--- src/rtl/secded64_pkg.sv ---
// Shared constants for the 64-bit SECDED codec: widths, the parity mask
// table and the class bit positions. Assumes a 64-bit word split in halves.
package secded64_pkg;

    localparam int DATA_W = 64;
    localparam int CHK_W  = 8;
    localparam int HALF_W = DATA_W / 2;
    localparam int DIDX_W = $clog2(DATA_W);
    localparam int CIDX_W = $clog2(CHK_W);
    localparam int CLS_W  = 4;

    // Positions of the one-hot class bits
    localparam int CLS_NONE  = 0;
    localparam int CLS_DATA  = 1;
    localparam int CLS_CHECK = 2;
    localparam int CLS_UNCOR = 3;

    typedef logic [HALF_W-1:0] mask_t;

    // Masks over data[63:32], index = check bit
    localparam mask_t MASK_HI [CHK_W] = '{
        32'hf00fe11e, 32'h00ff00ff, 32'h0f0f0f0f, 32'h11113333,
        32'h22224444, 32'h44448888, 32'h8888ffff, 32'hffff1111
    };
    // Masks over data[31:0], index = check bit
    localparam mask_t MASK_LO [CHK_W] = '{
        32'hc33c0ff7, 32'h00fff0ff, 32'h0f0fff00, 32'h7777000f,
        32'h8888222f, 32'hffff4441, 32'h11118882, 32'h22221114
    };

    // Signature column of one data bit: which check bits it feeds
    function automatic logic [CHK_W-1:0] data_column(input int b);
        logic [CHK_W-1:0] col;
        for (int i = 0; i < CHK_W; i++) begin
            col[i] = (b >= HALF_W) ? MASK_HI[i][b-HALF_W] : MASK_LO[i][b];
        end
        return col;
    endfunction

endpackage

--- src/rtl/secded64_chkgen.sv ---
// Parity network: computes the check bits of a data word from the mask
// table. Purely combinational; assumes data is stable for the cycle.
module secded64_chkgen
    import secded64_pkg::*;
(
    input  logic [DATA_W-1:0] data,
    output logic [CHK_W-1:0]  check
);

    // One parity tree per check bit
    for (genvar i = 0; i < CHK_W; i++) begin : g_par
        assign check[i] = ^({MASK_HI[i], MASK_LO[i]} & data);
    end

endmodule

--- src/rtl/secded64_locate.sv ---
// Syndrome locator: compares the syndrome against every data column
// (lowest index wins), else looks at the check-bit field. Combinational.
// Assumes the syndrome is nonzero when any hit is to be reported.
module secded64_locate
    import secded64_pkg::*;
(
    input  logic [CHK_W-1:0]  syndrome,
    output logic              data_hit,
    output logic [DIDX_W-1:0] data_idx,
    output logic              chk_hit,
    output logic [CIDX_W-1:0] chk_idx,
    output logic              multi
);

    logic [DATA_W-1:0] col_hit;
    logic              nonzero;
    logic              single;

    assign nonzero = |syndrome;
    assign single  = nonzero && ((syndrome & (syndrome - CHK_W'(1))) == '0);

    // One comparator per data column, constant fixed at elaboration
    for (genvar b = 0; b < DATA_W; b++) begin : g_col
        localparam logic [CHK_W-1:0] COL = data_column(b);
        assign col_hit[b] = nonzero && (syndrome == COL);
    end

    // Priority encoder: lowest matching data column
    always_comb begin
        data_idx = '0;
        for (int b = DATA_W - 1; b >= 0; b--) begin
            if (col_hit[b]) data_idx = DIDX_W'(b);
        end
    end

    // Lowest set syndrome bit names the check-bit position
    always_comb begin
        chk_idx = '0;
        for (int k = CHK_W - 1; k >= 0; k--) begin
            if (syndrome[k]) chk_idx = CIDX_W'(k);
        end
    end

    // Final classification flags
    always_comb begin
        data_hit = |col_hit;
        chk_hit  = !data_hit && single;
        multi    = !data_hit && nonzero && !single;
    end

endmodule

--- src/rtl/secded64_correct.sv ---
// Correction stage: flips the reported data or check bit and forms the
// one-hot class. Combinational; assumes at most one hit flag is set.
module secded64_correct
    import secded64_pkg::*;
(
    input  logic [DATA_W-1:0] data_in,
    input  logic [CHK_W-1:0]  check_in,
    input  logic              data_hit,
    input  logic [DIDX_W-1:0] data_idx,
    input  logic              chk_hit,
    input  logic [CIDX_W-1:0] chk_idx,
    input  logic              multi,
    output logic [DATA_W-1:0] data_fix,
    output logic [CHK_W-1:0]  check_fix,
    output logic [CLS_W-1:0]  cls,
    output logic [DIDX_W-1:0] data_idx_q,
    output logic [CIDX_W-1:0] chk_idx_q
);

    // Apply the single-bit fix and gate the indices by class
    always_comb begin
        data_fix   = data_in;
        check_fix  = check_in;
        data_idx_q = '0;
        chk_idx_q  = '0;
        cls        = '0;
        if (data_hit) begin
            data_fix[data_idx] = ~data_in[data_idx];
            data_idx_q         = data_idx;
            cls[CLS_DATA]      = 1'b1;
        end else if (chk_hit) begin
            check_fix[chk_idx] = ~check_in[chk_idx];
            chk_idx_q          = chk_idx;
            cls[CLS_CHECK]     = 1'b1;
        end else if (multi) begin
            cls[CLS_UNCOR]     = 1'b1;
        end else begin
            cls[CLS_NONE]      = 1'b1;
        end
    end

endmodule

--- src/rtl/secded64_codec.sv ---
// 64-bit SECDED codec top: check generation, syndrome, location and
// correction, with one result register stage loaded on in_valid.
// Synchronous active-low reset clears all outputs.
module secded64_codec
    import secded64_pkg::*;
(
    input  logic                clk,
    input  logic                rst_n,
    input  logic                in_valid,
    input  logic [DATA_W-1:0]   in_data,
    input  logic [CHK_W-1:0]    in_check,
    output logic                out_valid,
    output logic [CHK_W-1:0]    gen_check,
    output logic [CHK_W-1:0]    out_syndrome,
    output logic [CLS_W-1:0]    out_class,
    output logic [DIDX_W-1:0]   out_data_idx,
    output logic [CIDX_W-1:0]   out_chk_idx,
    output logic [DATA_W-1:0]   out_data,
    output logic [CHK_W-1:0]    out_check
);

    logic [CHK_W-1:0]  calc_chk;
    logic [CHK_W-1:0]  syn;
    logic              data_hit, chk_hit, multi;
    logic [DIDX_W-1:0] loc_didx, fix_didx;
    logic [CIDX_W-1:0] loc_cidx, fix_cidx;
    logic [DATA_W-1:0] data_fix;
    logic [CHK_W-1:0]  check_fix;
    logic [CLS_W-1:0]  cls;

    secded64_chkgen u_gen (
        .data  (in_data),
        .check (calc_chk)
    );

    assign syn = calc_chk ^ in_check;

    secded64_locate u_loc (
        .syndrome (syn),
        .data_hit (data_hit),
        .data_idx (loc_didx),
        .chk_hit  (chk_hit),
        .chk_idx  (loc_cidx),
        .multi    (multi)
    );

    secded64_correct u_fix (
        .data_in    (in_data),
        .check_in   (in_check),
        .data_hit   (data_hit),
        .data_idx   (loc_didx),
        .chk_hit    (chk_hit),
        .chk_idx    (loc_cidx),
        .multi      (multi),
        .data_fix   (data_fix),
        .check_fix  (check_fix),
        .cls        (cls),
        .data_idx_q (fix_didx),
        .chk_idx_q  (fix_cidx)
    );

    // Valid strobe: high for the cycle after a capture
    always_ff @(posedge clk) begin
        if (!rst_n) out_valid <= 1'b0;
        else        out_valid <= in_valid;
    end

    // Result register: loads on in_valid, otherwise holds
    always_ff @(posedge clk) begin
        if (!rst_n) begin
            gen_check    <= '0;
            out_syndrome <= '0;
            out_class    <= '0;
            out_data_idx <= '0;
            out_chk_idx  <= '0;
            out_data     <= '0;
            out_check    <= '0;
        end else if (in_valid) begin
            gen_check    <= calc_chk;
            out_syndrome <= syn;
            out_class    <= cls;
            out_data_idx <= fix_didx;
            out_chk_idx  <= fix_cidx;
            out_data     <= data_fix;
            out_check    <= check_fix;
        end
    end

endmodule

--- config.mk ---
export PLATFORM = sky130hd
export DESIGN_NAME = secded64_codec
export DESIGN_NICKNAME = d
export VERILOG_FILES = /design/src/rtl/secded64_pkg.sv /design/src/rtl/secded64_chkgen.sv /design/src/rtl/secded64_locate.sv /design/src/rtl/secded64_correct.sv /design/src/rtl/secded64_codec.sv
export SDC_FILE = /design/constraint.sdc
export NUM_CORES = 1
export LEC_CHECK = 0
export BUFFER_PORTS_ARGS = -buffer_cell sky130_fd_sc_hd__buf_2
export CAP_MARGIN = 10
export CORE_ASPECT_RATIO = 1.2
export CORE_MARGIN = 2
export CORE_UTILIZATION = 55
export CTS_BUF_LIST = sky130_fd_sc_hd__clkbuf_8
export CTS_CLUSTER_SIZE = 8
export DETAILED_ROUTE_END_ITERATION = 7
export PLACE_DENSITY = 0.83
export REMOVE_ABC_BUFFERS = 1
export SKIP_CTS_REPAIR_TIMING = 1
export SYNTH_ARGS = -nofsm -noshare
export SYNTH_HDL_FRONTEND = slang
export SYNTH_SLANG_ARGS = --single-unit
--- constraint.sdc ---
create_clock -name clk -period 12.5 [get_ports clk]
set_input_delay 3.125 -clock clk [delete_from_list [all_inputs] [get_ports clk]]
set_output_delay 3.125 -clock clk [all_outputs]
set_load 0.005 [all_outputs]
==> impl_metrics.yaml, run 1 <==
sta:
  final.setup.tns_ns: 0
  whs_ns: 0.439
  grt_setup_unrepaired: "no"
  post-route-period-util_pct: 77.1
  timing.fmax_ghz: 0.104
  maxSlewViolCount: 0
  fin_skew_ns: 0
  hold_viol_final: 0
  maxSlewHeadroom_pct: 21.3
  fin_crit_ns: 9.64
  tightestPinTransition_ns: 1.18
  setup_violations: 0
critical_path:
  slowest_stage: "a2111oi_4"
  path_cells: "buf_2 -> xnor3_1 -> xnor2_1 -> xnor3_1 -> xnor3_1 -> nor2_1 -> nand2_2 -> o32ai_1 -> nor4_2 -> nand3_1 -> nor2_4 -> mux2_2 -> o211a_1 -> a2111oi_4 -> buf_4 -> nand3_1 -> a32o_1"
  crit_arrival_ns: 9.94
  worst-setup-path-type: "in2reg"
  cp-start-kind: "primary input"
  max_stage_delay_ns: 0.90
  critPathMostFrequentCell: "xnor3_1"
  crit_required_ns: 12.80
  end_kind: "register"
  crit_fanout: 22
yosys:
  ys_seq_area_share_pct: 24.6
  ys_types: 84
  synth_area_per_cell_um2: 8.56
  syn_area_mm2: 0.00831
  synthCells: 971
  synth_most_common_cell: "nor2_1"
  yosys_register_bits: 102
  synth_largest_area_cell: "dfxtp_1"
  synth-edff-count: 0
  async_flop_share_pct: 0
  synth_common_cells: "141 x nor2_1, 105 x xnor2_1, 102 x dfxtp_1, 60 x nand2_1, 43 x a22o_1"
  yosys_warnings: 0
  ys.flop_type: "dfxtp_1"
  synth_top_area_share_pct: 24.6
  synthTopCellsByArea: "dfxtp_1 25%, xnor2_1 11%, xnor3_1 7.3%, nor2_1 6.4%, a22o_1 4.5%"
clocking:
  cts-htree-levels: 3
  root_buffer: "clkbuf_8"
  cts_buffers: 9
  cts_sinks: 102
  clkTransAtPathRegs_ns: 0.11
  tritoncts: "done"
  cts.path.max_buffers: 2
  clk_latency_ns: 0.40
die:
  die_width_um: 116
  rows: 49
  coreArea_mm2: 0.0149
  start_util_pct: 55.8
  dieArea_mm2: 0.0161
  die_y_um: 139
  io_pins: 177
drt:
  finalWirelength_um: 31800
  first_pass_iters: 5
  drt_iter0_drc: 1025
  ant_nets: 0
  dr_total_vias: 8659
  drc: 0
  vias_per_cell: 6.55
  wl_per_cell_um: 24.1
placement:
  hpwl_um: 24300
  io_buffers: 176
  placedCellCount: 1305
  gp_congestion: 1.05
global_routing:
  grt_max_degree: 62
  grt_pass1_vias: 7934
  antenna_found_initial: 1
  overflow: 0
  grt_first_pass_wirelength_um: 47500
  grtUsageTotal_pct: 39.0
layout:
  fill_cells: 1357
  diodes: 0
  fin_cells: 1321
  nets: 1187
  area_growth_syn_to_layout_pct: 14.4
  drive_gt1_share_pct: 23.3
outcome:
  outcome: "finished, final reports clean"
worst_hold_path:
  hold_class: "reg2reg"
run:
  max-cap-violations: 0
-- critical path, delay by kind of cell --
| family | cells | cell delay [ns] |
|---|---|---|
| compound gates | 4 | 1.56 |
| xor+xnor | 4 | 2.07 |
| mux | 1 | 0.38 |
| buf+inv | 2 | 0.55 |
| simple gates | 6 | 2.22 |
-- registers in the layout, indices dropped and copies added (netlist names) --
register,cells
out_data_idx,6
out_chk_idx,3
gen_check,8
out_data,64
out_valid,1
out_syndrome,8
out_check,8
out_class,4
-- layer usage --
| layer | global-route usage (%) | part of all wire, % | vias up |
|---|---|---|---|
| met5 | 0 | 0 | - |
| met4 | 20.5 | 6.3 | 0 |
| met3 | 6.56 | 10 | 146 |
| met2 | 62.0 | 47 | 614 |
| met1 | 50.2 | 37 | 4069 |
| li1 | - | - | 3830 |
-- cell type report --
cell class                      count  area [um^2]  area share [%]
Clock buffer                        9          124            1.30
Clock inverter                      7         77.6           0.816
Inverter                           11         41.3           0.434
Multi-Input combinational cell    793         5940            62.5
Sequential cell                   102         2040            21.5
Tap cell                          204          255            2.69
Timing Repair Buffer              195         1020            10.8
-- cells in the final DEF, fill, tap and decap left out, types with 20 or more instances in the layout --
cell type	Yosys	final
buf_2	20	176
nor2_1	141	140
xnor2_1	105	105
dfxtp_1	102	102
nand2_1	60	60
a22o_1	43	43
nand3_1	35	35
a21oi_1	33	33
o21ai_0	31	31
mux2i_1	30	30
nor3_1	29	29
xnor3_1	27	27
xor2_1	23	23
a31oi_1	23	23
nand4_1	21	21
a211oi_1	20	20
-- worst paths after layout --
check	endpoint	startpoint	slack, ns	cells after the start
worst max-delay path	out_data[15]	in_data[30]	2.86	17
worst min-delay path	out_data[53]	out_data[53]	0.44	2
worst max register to register	out_data[15]	out_data[15]	11.70	3
worst min register to register	out_data[53]	out_data[53]	0.44	2
-- through the flow --
stage,cell area [um^2],setup WS [ns],util [%]
after global routing,9510,2.62,63.8
after CTS,9510,3.10,63.8
after floorplan,8010,2.84,-
after detailed placement,9300,2.69,62.5
after global placement,9300,2.77,62.5
final,9510,2.86,63.8
-- kinds of logic after synthesis --
kind of cell / share of synthesized area, %
xor gates and xnor gates: 24.8
buffers and inverters: 4.18
DFF: 24.6
and+or+nand+nor: 19.2
muxes: 5.92
AOI/OAI and AO/OA: 21.3
Power of run 1 is not shown: default switching activity piles up to over one toggle a cycle in this logic, so the estimate is an artifact.
==> run 2, diff against run 1 <==
==> constraint.sdc (replaced) <==
create_clock -name clk -period 9.8 [get_ports clk]
set_input_delay 2.45 -clock clk [delete_from_list [all_inputs] [get_ports clk]]
set_output_delay 2.45 -clock clk [all_outputs]
set_load 0.005 [all_outputs]
==> impl_metrics.yaml, run 2 (synthesis gave the netlist of run 1 again) <==
layout:
  nets: 1194
  area_growth_syn_to_layout_pct: 15.1
  top_register: "out_data"
  diodes: 0
  largest_reg_flops: 64
  final_cell_mix: "176 x buf_2, 140 x nor2_1, 105 x xnor2_1"
  drive_gt1_share_pct: 23.7
  layout_commonest_cell: "buf_2"
  post-route-util_pct: 64.2
global_routing:
  grt_pass1_vias: 8199
  antenna_found_initial: 1
  overflow: 0
  grt_first_pass_wirelength_um: 50000
  grtUsageTotal_pct: 41.7
  grt_max_degree: 62
drt:
  wl_met2_um: 15900
  drt_iter0_drc: 956
  ant_nets: 0
  finalWirelength_um: 34000
  dr_total_vias: 8718
  first_pass_iters: 5
  maxUsedRoutingLayer: "met5"
  wl_per_cell_um: 25.6
  dr_wl_met3_um: 3250
  drc: 0
  met1_length_um: 12600
  vias_per_cell: 6.56
placement:
  gp_congestion: 1.06
  dp_slack_ns: 0.873
  hpwl_um: 26300
  io_buffers: 176
critical_path:
  r2r_slack_ns: 8.97
  critical-path-top-delay-family: "XOR/XNOR gates"
  critPathMostFrequentCell: "xnor3_1"
  slowest_stage: "xnor3_1"
  crit_required_ns: 10.11
  crit_arrival_ns: 8.78
  crit_fanout: 45
  max_stage_delay_ns: 0.85
  path_cells: "buf_2 -> xnor3_1 -> xnor2_1 -> xnor3_1 -> xnor3_1 -> nor2_1 -> nand2_2 -> o32ai_1 -> nor4_2 -> nand3_1 -> buf_4 -> nor2_4 -> mux2_2 -> a221o_1 -> a2111oi_4 -> buf_12 -> nand3_1 -> a32o_1"
  cp.buffers_inverters: 3
  worst-setup-path-type: "in2reg"
  cp-start-kind: "primary input"
  end_kind: "register"
clocking:
  cts-htree-levels: 3
  tritoncts: "done"
  cts_sinks: 102
  cts.path.max_buffers: 2
  cts_buffers: 9
  root_buffer: "clkbuf_8"
  clkTransAtPathRegs_ns: 0.11
  clk_latency_ns: 0.40
sta:
  tightestPinTransition_ns: 1.33
  whs_ns: 0.436
  fin_crit_ns: 8.48
  hold_viol_final: 0
  setup_violations: 0
  setup_ws_ns: 1.32
  maxSlewViolCount: 0
  maxSlewHeadroom_pct: 10.3
  grt_setup_unrepaired: "no"
  fin_skew_ns: 0
  post-route-period-util_pct: 86.5
  timing.fmax_ghz: 0.118
  final.setup.tns_ns: 0
die:
  start_util_pct: 55.8
  coreArea_mm2: 0.0149
  dieArea_mm2: 0.0161
  die_y_um: 139
  io_pins: 177
  rows: 49
  die_width_um: 116
outcome:
  outcome: "finished, final reports clean"
worst_hold_path:
  hold_class: "reg2reg"
run:
  max-cap-violations: 0
[run 2: path summary, 6_finish.rpt]
path / cells after the start / start / end
hold reg to reg: 2 / out_data[53] / out_data[53]
setup / recovery: 18 / in_data[30] / out_data[15]
hold / removal: 2 / out_data[53] / out_data[53]
setup reg to reg: 2 / out_data[35] / out_data[35]
[run 2: layout make-up]
cell class | count | area (um^2)
Tap cell | 204 | 255
Fill cell | 1323 | 5330
Sequential cell | 102 | 2040
Clock inverter | 7 | 72.6
Timing Repair Buffer | 202 | 1090
Inverter | 11 | 41.3
Clock buffer | 9 | 124
Multi-Input combinational cell | 793 | 5940
[run 2: through the flow]
stage | area (um^2) | cells
3_3_place_gp | 9360 | 1311
3_5_place_dp | 9360 | 1311
6_report | 9570 | 1328
5_1_grt | 9570 | 1328
2_1_floorplan | 8010 | 906
4_1_cts | 9560 | 1327
[run 2: worst reg2reg max path, cell delays in order, from the launching register on]
cell     delay [ns]
dfxtp_1        0.39
nor2b_1        0.16
o21a_1         0.20
[run 2: per-layer routing]
metal	up-vias	global-route usage, %
li1	3840	-
met1	4142	50.7
met2	589	66.3
met3	145	9.48
met4	2	24.7
met5	-	0
Power of run 2 is left out for the same reason.
==> run 3, diff against run 2 <==
--- a/config.mk
+++ b/config.mk
@@ -10,10 +10,9 @@
 export CORE_ASPECT_RATIO = 1.2
 export CORE_MARGIN = 2
 export CORE_UTILIZATION = 55
-export CTS_BUF_LIST = sky130_fd_sc_hd__clkbuf_8
 export CTS_CLUSTER_SIZE = 8
 export DETAILED_ROUTE_END_ITERATION = 7
-export PLACE_DENSITY = 0.83
+export PLACE_DENSITY_LB_ADDON = 0.3
 export REMOVE_ABC_BUFFERS = 1
 export SKIP_CTS_REPAIR_TIMING = 1
 export SYNTH_ARGS = -nofsm -noshare
==> impl_metrics.yaml, run 3 (synthesis gave the netlist of run 1 again) <==
sta:
  fin_skew_ns: 0
  maxSlewViolCount: 0
  hold_viol_final: 0
  final.setup.tns_ns: 0
  post-route-period-util_pct: 85.2
  setup_violations: 0
  tightestPinTransition_ns: 1.08
  fin_crit_ns: 8.35
  maxSlewHeadroom_pct: 27.7
  grt_setup_unrepaired: "no"
  timing.fmax_ghz: 0.120
layout:
  nets: 1196
  diodes: 0
  top_register: "out_data"
  fin_cells: 1330
  final_cell_mix: "176 x buf_2, 140 x nor2_1, 105 x xnor2_1"
  layout_commonest_cell: "buf_2"
  largest_reg_flops: 64
  drive_gt1_share_pct: 23.9
  fill_cells: 1337
  area_growth_syn_to_layout_pct: 16.4
critical_path:
  crit_fanout: 42
  worst-setup-path-type: "in2reg"
  r2r_slack_ns: 8.91
  r2r_cells: 2
  end_kind: "register"
  cp-start-kind: "primary input"
  crit_arrival_ns: 8.61
  crit_required_ns: 10.06
die:
  rows: 49
  die_y_um: 139
  die_width_um: 116
  coreArea_mm2: 0.0149
  io_pins: 177
  dieArea_mm2: 0.0161
  start_util_pct: 55.8
drt:
  drt_iter0_drc: 897
  ant_nets: 0
  vias_per_cell: 6.50
  dr_total_vias: 8649
  drc: 0
  wl_per_cell_um: 24.6
  first_pass_iters: 5
  finalWirelength_um: 32800
placement:
  hpwl_um: 25000
  io_buffers: 176
  placedCellCount: 1314
  gp_congestion: 0.998
global_routing:
  overflow: 0
  grtUsageTotal_pct: 40.5
  grt_pass1_vias: 8181
  grt_max_degree: 61
  grt_first_pass_wirelength_um: 48900
  antenna_found_initial: 0
clocking:
  cts.path.max_buffers: 2
  clk_latency_ns: 0.37
  cts-htree-levels: 3
  cts_buffers: 9
  tritoncts: "done"
  clkTransAtPathRegs_ns: 0.07
  cts_sinks: 102
  root_buffer: "clkbuf_16"
worst_hold_path:
  hold_class: "reg2reg"
  hold_depth: 2
run:
  max-cap-violations: 0
outcome:
  outcome: "finished, final reports clean"
[run 3: changes by cell type in the layout (fill, tap and decap cells not counted), sizes merged]
| cell | delta |
|---|---|
| clkinvlp | -1 |
| buf | +2 |
| clkinv | +2 |
| bufinv | -1 |
[run 3: path summary, 6_finish.rpt]
path                                        end            start
worst max register to register  out_data_idx[0]  out_data_idx[0]
worst min-delay path               out_data[53]     out_data[53]
worst min register to register     out_data[53]     out_data[53]
worst max-delay path               out_data[15]      in_data[30]
[run 3: through the flow]
step | instance area (um^2) | setup slack (ns) | hold WS, ns | util (%)
after floorplan | 8010 | 0.815 | 0.434 | -
after global placement | 9380 | 1.24 | 0.422 | 63.0
after detailed placement | 9380 | 1.23 | 0.432 | 63.0
after CTS | 9670 | 1.61 | 0.446 | 64.9
after global routing | 9670 | 1.16 | 0.468 | 64.9
final | 9670 | 1.45 | 0.444 | 64.9
[run 3: cell type report]
type	count	area (um^2)	share of cell area (%)
sequential	102	2040	21.1
multi-input combinational	793	5940	61.4
clock buffer	9	225	2.33
clock inverter	7	62.6	0.647
timing repair buffer	204	1100	11.4
inverter	11	41.3	0.427
tap	204	255	2.64
[run 3: layer usage]
metal / GRT usage (%) / routed length (um) / vias up
li1: - / - / 3831
met1: 50.9 / 12400 / 4086
met2: 62.6 / 15000 / 564
met3: 8.22 / 2900 / 168
met4: 25.7 / 2430 / 0
met5: 0 / 0 / -
[run 3: worst max-delay path, stage by stage]
cell	delay [ns]
buf_2	0.13
xnor3_1	0.43
xnor2_1	0.36
xnor3_1	0.52
xnor3_1	0.83
nor2_1	0.24
nand2_2	0.27
o32ai_1	0.13
nor4_2	0.50
nand3_1	0.36
nor2_4	0.42
mux2_2	0.39
a221o_1	0.39
a2111oi_4	0.45
buf_12	0.27
nand3_1	0.16
a32o_1	0.28
Power of run 3 is left out for the same reason.
